[config.mk]
export PLATFORM = sky130hd
export DESIGN_NAME = natdec_pack_conv
export DESIGN_NICKNAME = d
export VERILOG_FILES = /design/src/rtl/natdec_pkg.sv /design/src/rtl/natdec_digit_scan.sv /design/src/rtl/natdec_sign_map.sv /design/src/rtl/natdec_cc_gen.sv /design/src/rtl/natdec_pack_conv.sv
export SDC_FILE = /design/constraint.sdc
export NUM_CORES = 1
export LEC_CHECK = 0
export ABC_AREA = 1
export BUFFER_PORTS_ARGS = -buffer_cell sky130_fd_sc_hd__clkbuf_2
export CORE_AREA = 2 2 102 104
export DETAILED_ROUTE_END_ITERATION = 8
export DIE_AREA = 0 0 104 106
export GPL_ROUTABILITY_DRIVEN = 0
export MAX_ROUTING_LAYER = met4
export PLACE_DENSITY = 0.73
export SETUP_SLACK_MARGIN = 0.2
export SYNTH_ARGS = -nofsm -noshare
export SYNTH_HDL_FRONTEND = slang
export SYNTH_HIERARCHICAL = 1
export SYNTH_SLANG_ARGS = --single-unit
[constraint.sdc]
create_clock -name clk -period 0.8 [get_ports clk]
set_clock_uncertainty 0.1 [all_clocks]
set_input_delay 0.12 -clock clk [delete_from_list [all_inputs] [get_ports clk]]
set_output_delay 0.12 -clock clk [all_outputs]
set_load 0.005 [all_outputs]
[src/rtl/natdec_pkg.sv]
package natdec_pkg;
  localparam int CHAR_W     = 16;
  localparam int NIB_W      = 4;
  localparam int NUM_DIGITS = 7;
  localparam int DATA_W     = CHAR_W * (NUM_DIGITS + 1);
  localparam int CC_W       = 4;

  localparam logic [CHAR_W-1:0] CHR_PLUS  = 16'h002B;
  localparam logic [CHAR_W-1:0] CHR_MINUS = 16'h002D;
  localparam logic [CHAR_W-1:0] CHR_ZERO  = 16'h0030;
  localparam logic [CHAR_W-1:0] CHR_NINE  = 16'h0039;

  localparam logic [NIB_W-1:0] SGN_PLUS_A = 4'hC;
  localparam logic [NIB_W-1:0] SGN_PLUS_B = 4'hF;
  localparam logic [NIB_W-1:0] SGN_MINUS  = 4'hD;

  typedef enum logic [CC_W-1:0] {
    CC_NONE = 4'b0000,
    CC_SO   = 4'b0001,
    CC_EQ   = 4'b0010,
    CC_GT   = 4'b0100,
    CC_LT   = 4'b1000
  } cc_t;
endpackage

[src/rtl/natdec_digit_scan.sv]
module natdec_digit_scan
  import natdec_pkg::*;
#(
  parameter int N_DIG  = NUM_DIGITS,
  parameter int CHR_W  = CHAR_W,
  localparam int DIG_W = N_DIG * NIB_W
) (
  input  logic [N_DIG*CHR_W-1:0] chars_i,
  output logic [DIG_W-1:0]       digits_o,
  output logic                   digit_bad_o
);
  // alive[k] is high while every character below digit k was in range
  logic [N_DIG:0] alive;
  assign alive[0] = 1'b1;

  for (genvar g = 0; g < N_DIG; g++) begin : g_dig
    logic [CHR_W-1:0] chr;
    logic             in_rng;
    assign chr    = chars_i[g*CHR_W +: CHR_W];
    assign in_rng = (chr >= CHR_ZERO) && (chr <= CHR_NINE);
    assign alive[g+1] = alive[g] & in_rng;
    assign digits_o[g*NIB_W +: NIB_W] = alive[g+1] ? chr[NIB_W-1:0] : '0;
  end

  assign digit_bad_o = ~alive[N_DIG];
endmodule

[src/rtl/natdec_sign_map.sv]
module natdec_sign_map
  import natdec_pkg::*;
(
  input  logic [CHAR_W-1:0] sign_chr_i,
  input  logic              pref_i,
  output logic [NIB_W-1:0]  sign_nib_o,
  output logic              is_plus_o,
  output logic              sign_bad_o
);
  logic is_minus;

  always_comb begin
    is_plus_o  = (sign_chr_i == CHR_PLUS);
    is_minus   = (sign_chr_i == CHR_MINUS);
    sign_bad_o = ~(is_plus_o | is_minus);
    if (is_plus_o) begin
      sign_nib_o = pref_i ? SGN_PLUS_B : SGN_PLUS_A;
    end else begin
      sign_nib_o = SGN_MINUS;
    end
  end
endmodule

[src/rtl/natdec_cc_gen.sv]
module natdec_cc_gen
  import natdec_pkg::*;
#(
  parameter int DIG_W = NUM_DIGITS * NIB_W
) (
  input  logic [DIG_W-1:0] digits_i,
  input  logic             is_plus_i,
  input  logic             invalid_i,
  output logic [CC_W-1:0]  cc_o
);
  always_comb begin
    if (invalid_i) begin
      cc_o = CC_SO;
    end else if (digits_i == '0) begin
      cc_o = CC_EQ;
    end else if (is_plus_i) begin
      cc_o = CC_GT;
    end else begin
      cc_o = CC_LT;
    end
  end
endmodule

[src/rtl/natdec_pack_conv.sv]
module natdec_pack_conv
  import natdec_pkg::*;
(
  input  logic              clk,
  input  logic              rst_n,
  input  logic              in_valid,
  input  logic [DATA_W-1:0] in_opnd,
  input  logic              in_pref_sign,
  output logic              out_valid,
  output logic [DATA_W-1:0] out_result,
  output logic [CC_W-1:0]   out_cc
);
  localparam int DIG_W  = NUM_DIGITS * NIB_W;
  localparam int PACK_W = DIG_W + NIB_W;
  localparam int PAD_W  = DATA_W - PACK_W;

  logic [DIG_W-1:0]  digits;
  logic              digit_bad;
  logic [NIB_W-1:0]  sign_nib;
  logic              is_plus;
  logic              sign_bad;
  logic [CC_W-1:0]   cc_comb;
  logic [DATA_W-1:0] result_nxt;
  logic [CC_W-1:0]   cc_nxt;
  logic              valid_nxt;

  natdec_digit_scan #(.N_DIG(NUM_DIGITS), .CHR_W(CHAR_W)) u_scan (
    .chars_i     (in_opnd[DATA_W-1:CHAR_W]),
    .digits_o    (digits),
    .digit_bad_o (digit_bad)
  );

  natdec_sign_map u_sign (
    .sign_chr_i (in_opnd[CHAR_W-1:0]),
    .pref_i     (in_pref_sign),
    .sign_nib_o (sign_nib),
    .is_plus_o  (is_plus),
    .sign_bad_o (sign_bad)
  );

  natdec_cc_gen #(.DIG_W(DIG_W)) u_cc (
    .digits_i  (digits),
    .is_plus_i (is_plus),
    .invalid_i (digit_bad | sign_bad),
    .cc_o      (cc_comb)
  );

  // next-state: load on strobe, hold otherwise
  always_comb begin
    valid_nxt  = in_valid;
    result_nxt = out_result;
    cc_nxt     = out_cc;
    if (in_valid) begin
      result_nxt = {{PAD_W{1'b0}}, digits, sign_nib};
      cc_nxt     = cc_comb;
    end
  end

  always_ff @(posedge clk or negedge rst_n) begin
    if (!rst_n) begin
      out_valid  <= 1'b0;
      out_result <= '0;
      out_cc     <= '0;
    end else begin
      out_valid  <= valid_nxt;
      out_result <= result_nxt;
      out_cc     <= cc_nxt;
    end
  end

  assert_valid_pulse_R10: assert property (@(posedge clk) disable iff (!rst_n)
    in_valid |=> out_valid);
  assert_valid_idle_R10: assert property (@(posedge clk) disable iff (!rst_n)
    !in_valid |=> !out_valid);
  assert_hold_R10: assert property (@(posedge clk) disable iff (!rst_n)
    !in_valid |=> ($stable(out_result) && $stable(out_cc)));
  assert_upper_zero_R9: assert property (@(posedge clk) disable iff (!rst_n)
    out_valid |-> (out_result[DATA_W-1:PACK_W] == '0));
  assert_cc_onehot_R6: assert property (@(posedge clk) disable iff (!rst_n)
    out_valid |-> ($countones(out_cc) == 1));
  assert_sign_code_R5: assert property (@(posedge clk) disable iff (!rst_n)
    out_valid |-> (out_result[NIB_W-1:0] == SGN_PLUS_A ||
                   out_result[NIB_W-1:0] == SGN_PLUS_B ||
                   out_result[NIB_W-1:0] == SGN_MINUS));
  assert_so_sign_R8: assert property (@(posedge clk) disable iff (!rst_n)
    (in_valid && in_opnd[CHAR_W-1:0] != CHR_PLUS && in_opnd[CHAR_W-1:0] != CHR_MINUS)
      |=> (out_cc == CC_SO));
endmodule

# Word level (Yosys, flattened, before mapping)
# Cells that the tools add are included.
[classes]
order_cmp = 14
eq_ne = 2
n_mux = 12
bitwise_logic = 10
n_reduce_logical = 8
[op_table]
columns = ["operator", "n"]
rows = [
  ["$ge 16x6->1 const B", 7],
  ["$le 16x6->1 const B", 7],
  ["$mux 4", 11],
  ["$eq 16x6->1 const B", 2],
  ["$logic_not 28->1", 1],
  ["$logic_and 1x1->1", 7],
  ["$and 1x1->1", 6],
  ["$mux 2", 1],
  ["$not 1->1", 2],
  ["$or 1x1->1", 2],
]
[word_totals]
register_bits = 37
inputBits = 132
word_cells = 49

# Logic depth before layout (Yosys ltp)
[logic_depth]
word_depth = 12
mapped_depth = 18
depth_no_buf = 18

# Hierarchy
# The synthesis kept the hierarchy.
[modules_own_cells]
columns = ["mod", "n_inst", "cells_each", "area_per_inst_um2"]
rows = [
  ["natdec_pack_conv", 1, 251, 2174.6],
  ["natdec_digit_scan", 1, 140, 643.1],
  ["natdec_sign_map", 1, 40, 176.4],
  ["natdec_cc_gen", 1, 34, 152.6],
]

# Least setup slack after synthesis
# Ideal clock, no wire load.
[synth_timing]
kind = "input-to-reg"
from = "input in_opnd[29]"
to = "register out_cc[3]"
setup_time_ns = 0.065
arrival_ns = 1.762
slack_ns = -1.126
path_stages = 13
n_path_buf = 0
cell_sequence = "nor2_1 nand2_1 nor2_1 nand2_2 nor2_4 nand3_4 nor2_4 nand3_4 or2_2 or2_2 nor2_1 nand2_1 nand2_1"
[synth_between]
word_cells_on_any_way = 21
classes_between = "order compare (2); mux (9); bitwise (8); reduce/logical (2)"
[synth_rtl]
columns = ["element", "line", "source"]
rows = [
  ["from (decl)", "natdec_pack_conv.sv:7", "input logic [DATA_W-1:0] in_opnd,"],
  ["$ge 16x6->1 / $le 16x6->1 (equally long branches)", "natdec_digit_scan.sv:20", "assign in_rng = (chr >= CHR_ZERO) && (chr <= CHR_NINE);"],
  ["$logic_and 1x1->1 *", "natdec_digit_scan.sv:20", ""],
  ["$and 1x1->1 * (6 in series)", "natdec_digit_scan.sv:21", "assign alive[g+1] = alive[g] & in_rng;"],
  ["$not 1->1 *", "natdec_digit_scan.sv:25", "assign digit_bad_o = ~alive[N_DIG];"],
  ["net digit_bad", "natdec_pack_conv.sv:18", "logic digit_bad;"],
  ["$or 1x1->1 *", "natdec_pack_conv.sv:44", ".invalid_i (digit_bad | sign_bad),"],
  ["$mux 4 *", "natdec_cc_gen.sv:12", "if (invalid_i) begin"],
  ["net cc_comb[3]", "natdec_pack_conv.sv:22", "logic [CC_W-1:0] cc_comb;"],
  ["to (signal assigned)", "natdec_pack_conv.sv:67", "out_cc <= cc_nxt;"],
  ["to (decl)", "natdec_pack_conv.sv:11", "output logic [CC_W-1:0] out_cc"],
]
# The timed path passes the listed nets; every way through them passes the cells marked *.
# A chain may end at the register's enable or synchronous reset.

# Worst setup path after layout
[layout_timing]
from = "input in_opnd[43]"
to = "register out_cc[3]"
# Same word-level chain as after synthesis.

==> results by group <==
Logic synthesis
  – Avg Inst Size Synth: 6.77 sq um
  – Post-synthesis simple-gate area fraction: 37.5%
  – Syn. warnings: 6
  – Post-synthesis cell area: 3150 sq um
  – Largest family of logic cells by synthesized area: simple AND/OR/NAND/NOR gates
  – Post-synthesis mux area share: 0%
  – Unique masters post-synth: 28
  – Post-Synth XOR/XNOR Area: 0%
  – Syn Inst Count: 465
  – Synth Area in Compound Gates: 0.795%
  – Adder-Cell Fraction of Synth Area: 0%
  – Sequential area share after synthesis: 29.4%
  – #FFs+latches synth: 37

Worst setup path
  – Worst setup SP type: input port
  – Critical path type: input port to flip-flop
  – CP Launch Point: in_opnd[43]
  – CP Data Arrival Time: 1.90 ns
  – RR Endpoint: out_result[8]
  – Crit path max fanout: 5
  – Worst EP required: 0.92 ns
  – Setup crit end kind: flip-flop
  – FF-to-FF path depth: 4
  – Reg2reg setup slack: -0.15 ns
  – CP endpoint: out_cc[3]
  – Worst reg2reg path startpoint: out_result[8]

Clocking
  – Max H-tree Level: 2
  – Clock sinks: 37
  – Root Driver: clkbuf_8
  – Total CTS buffers: 5
  – CTS tree: done
  – Clock edge transition at the registers on the reported setup and hold paths: 0.07 ns
  – Skew-Pair Late Insertion Delay: 0.28 ns
  – Max clock buf depth: 2

Route
  – Vias/cell: 3.82
  – Top Layer Used: met4
  – Met3 Routed Length: 447 microns
  – DR vias: 3279
  – Met2 WL: 4970 microns
  – 1st-pass router iterations: 4
  – Routed Antenna Nets: 0
  – Starting DRC count in detailed routing: 120
  – WL per Instance: 10.3 microns
  – # DRC: 0
  – Routed WL: 8810 microns
  – WL met1: 3340 microns

GRT
  – Global-route wire length before repair: 13000 microns
  – Vias in the first global route: 2956
  – Initial antenna violation count: 0
  – Pin count of the biggest net entering global routing: 38
  – All-Layer GR Usage: 14.9%
  – Global route overflow: 0

Finish
  – Net total in the final layout: 855
  – # diodes: 0
  – Fraction of layout cells with a size suffix above 1: 50.2%
  – Fillcell total: 1026
  – Area delta synth->final: 56.9%
  – Multi-input gate area: 1890 sq um
  – Seq. cell area: 926 sq um
  – Util after Layout: 49.4%

Pwr
  – Sequential share of power: 45.7%
  – Pwr Total: 0.00415 W
  – Sw power: 0.00114 W
  – Switching share of power: 27.4%
  – Worst vdd ir: 551 uV
  – Clk network pwr share: 31.5%
  – Combinational Power Share: 22.8%
  – Power per cell area: 841 nW/um^2
  – Internal power: 0.00302 W
  – Pleak: 2.99 nW

Floorplanning
  – Die area: 11000 sq um
  – Die Wd: 104 microns
  – CORE AREA: 10000 sq um
  – Site row count: 37
  – Initial Utilization: 31.5%
  – IO Count: 265
  – Chip Height: 106 microns

STA
  – Final WS setup: -0.984 ns
  – Tmin final: 1.78 ns
  – Final Max Tran Viols: 0
  – Final worst path period share: 223%
  – Count of final setup violators: 72
  – Hold Slack: -0.300 ns
  – Endpoints failing hold: 37
  – RSZ-0062 raised after global routing: true
  – Maximum clock rate: 0.560 GHz

Placed design
  – Port Buffer Count: 168
  – Hpwl dp: 6700 microns

Run
  – Max-Cap Viols: 0

Run status
  – Outcome: finished with violations
  – Violated checks: negative hold slack, negative setup slack

Worst hold path
  – Hold Path Class: input port to async pin
[layout by cell type (no fill, tap or decap), drive strengths merged]
cell / count
or2: 3
nand2: 153
a21oi: 2
and3: 1
clkbuf: 171
o21ai: 3
nand3: 3
nor2: 88
nand4: 3
buf: 97
nor3b: 2
and2: 1
nor3: 9
inv: 48
dfrtp: 37
nor4: 4
conb: 98
[cell families after synthesis]
group	after synthesis
and+or+nand+nor	267
DFF	37
buffers and inverters	154
other	2
AOI/OAI and AO/OA	5
[registers in the layout, summed over array words and instances, names as in the netlist]
register,count
out_result,32
out_cc,4
out_valid,1
[worst min-delay path by stage]
| stage | startpoint | end | slack (ns) | cells after the start |
|---|---|---|---|---|
| 3_3_place_gp | rst_n | out_cc[1] | 0.007 | 2 |
| 5_1_grt | rst_n | out_cc[1] | -0.29 | 2 |
| 3_5_place_dp | rst_n | out_cc[1] | 0.007 | 2 |
| 4_1_cts | rst_n | out_result[19] | -0.30 | 2 |
| 6_report | rst_n | out_result[3] | -0.30 | 2 |
| 2_1_floorplan | rst_n | out_cc[0] | -0.28 | 0 |
[layer usage]
metal,up-vias,global-route usage [%]
li1,1698,-
met1,1455,17.0
met2,122,27.7
met3,4,1.47
met4,0,4.34
met5,-,-
[power by group through the flow]
stage	logic (W)	clock network (W)	registers, W
2_1_floorplan	0.000689	0	0.00194
3_3_place_gp	0.000819	0	0.00193
3_5_place_dp	0.000822	0	0.00193
4_1_cts	0.000878	0.00135	0.00190
5_1_grt	0.00107	0.00142	0.00190
6_report	0.000948	0.00131	0.00190
[synthesized netlist by cell type]
master	number	area, sq um
inv_1	46	173
nor2_2	11	68.8
o21ai_0	1	5.00
nor2_1	74	278
nand4_1	2	12.5
and3_1	1	6.26
nand4_2	1	12.5
nand3_4	2	35.0
dfrtp_1	37	926
nor3_1	7	35.0
inv_2	1	3.75
nor4_1	4	25.0
nor3_2	2	20.0
nand2_2	14	87.6
or2_2	2	12.5
conb_1	2	7.51
nor3b_1	2	15.0
and2_1	1	6.26
buf_4	102	766
o21ai_1	2	10.0
buf_6	3	33.8
nand3_1	1	5.00
buf_12	1	20.0
or2_0	1	6.26
a21oi_1	2	10.0
nor2_4	3	33.8
inv_8	1	11.3
nand2_1	139	522
[worst max-delay path, cell delays in order]
cell and delay [ns]:
buf_6 0.10, nor2_4 0.10, nand2_2 0.06, nor2_2 0.14
nand2_2 0.08, nor2_4 0.19, nand3_4 0.10, nor2_4 0.15
nand3_4 0.15, or2_4 0.30, or2_4 0.23, nor2_2 0.07
nand2_1 0.05, nand2_1 0.05
[repair_timing]
action | in CTS | in global routing
pin swaps | 15 | 30
gates resized for setup | 46 | 60
endpoints found under the setup margin | 73 | 73
setup buffers | 23 | 22
hold endpoints to repair | 37 | 37
[area by class of cell]
type | instances | area share (%)
multi-input cells | 370 | 38.2
repair buffers | 261 | 33.9
flip-flops and latches | 37 | 18.7
inverters | 48 | 3.95
well taps | 136 | 3.45
clock buffers | 7 | 1.75
[stage by stage]
step	hold slack, ns	cells	TNS, ns	instance area, sq um	setup WS (ns)
2_1_floorplan	-0.276	561	-12.64	3560	-0.961
3_3_place_gp	0.00704	807	-25.13	4130	-1.22
3_5_place_dp	0.00676	807	-25.63	4130	-1.24
4_1_cts	-0.302	837	-23.77	4540	-0.894
5_1_grt	-0.288	859	-30.43	4940	-1.13
6_report	-0.300	859	-25.96	4940	-0.984
Note: power is estimated with default switching activity, not from simulation.
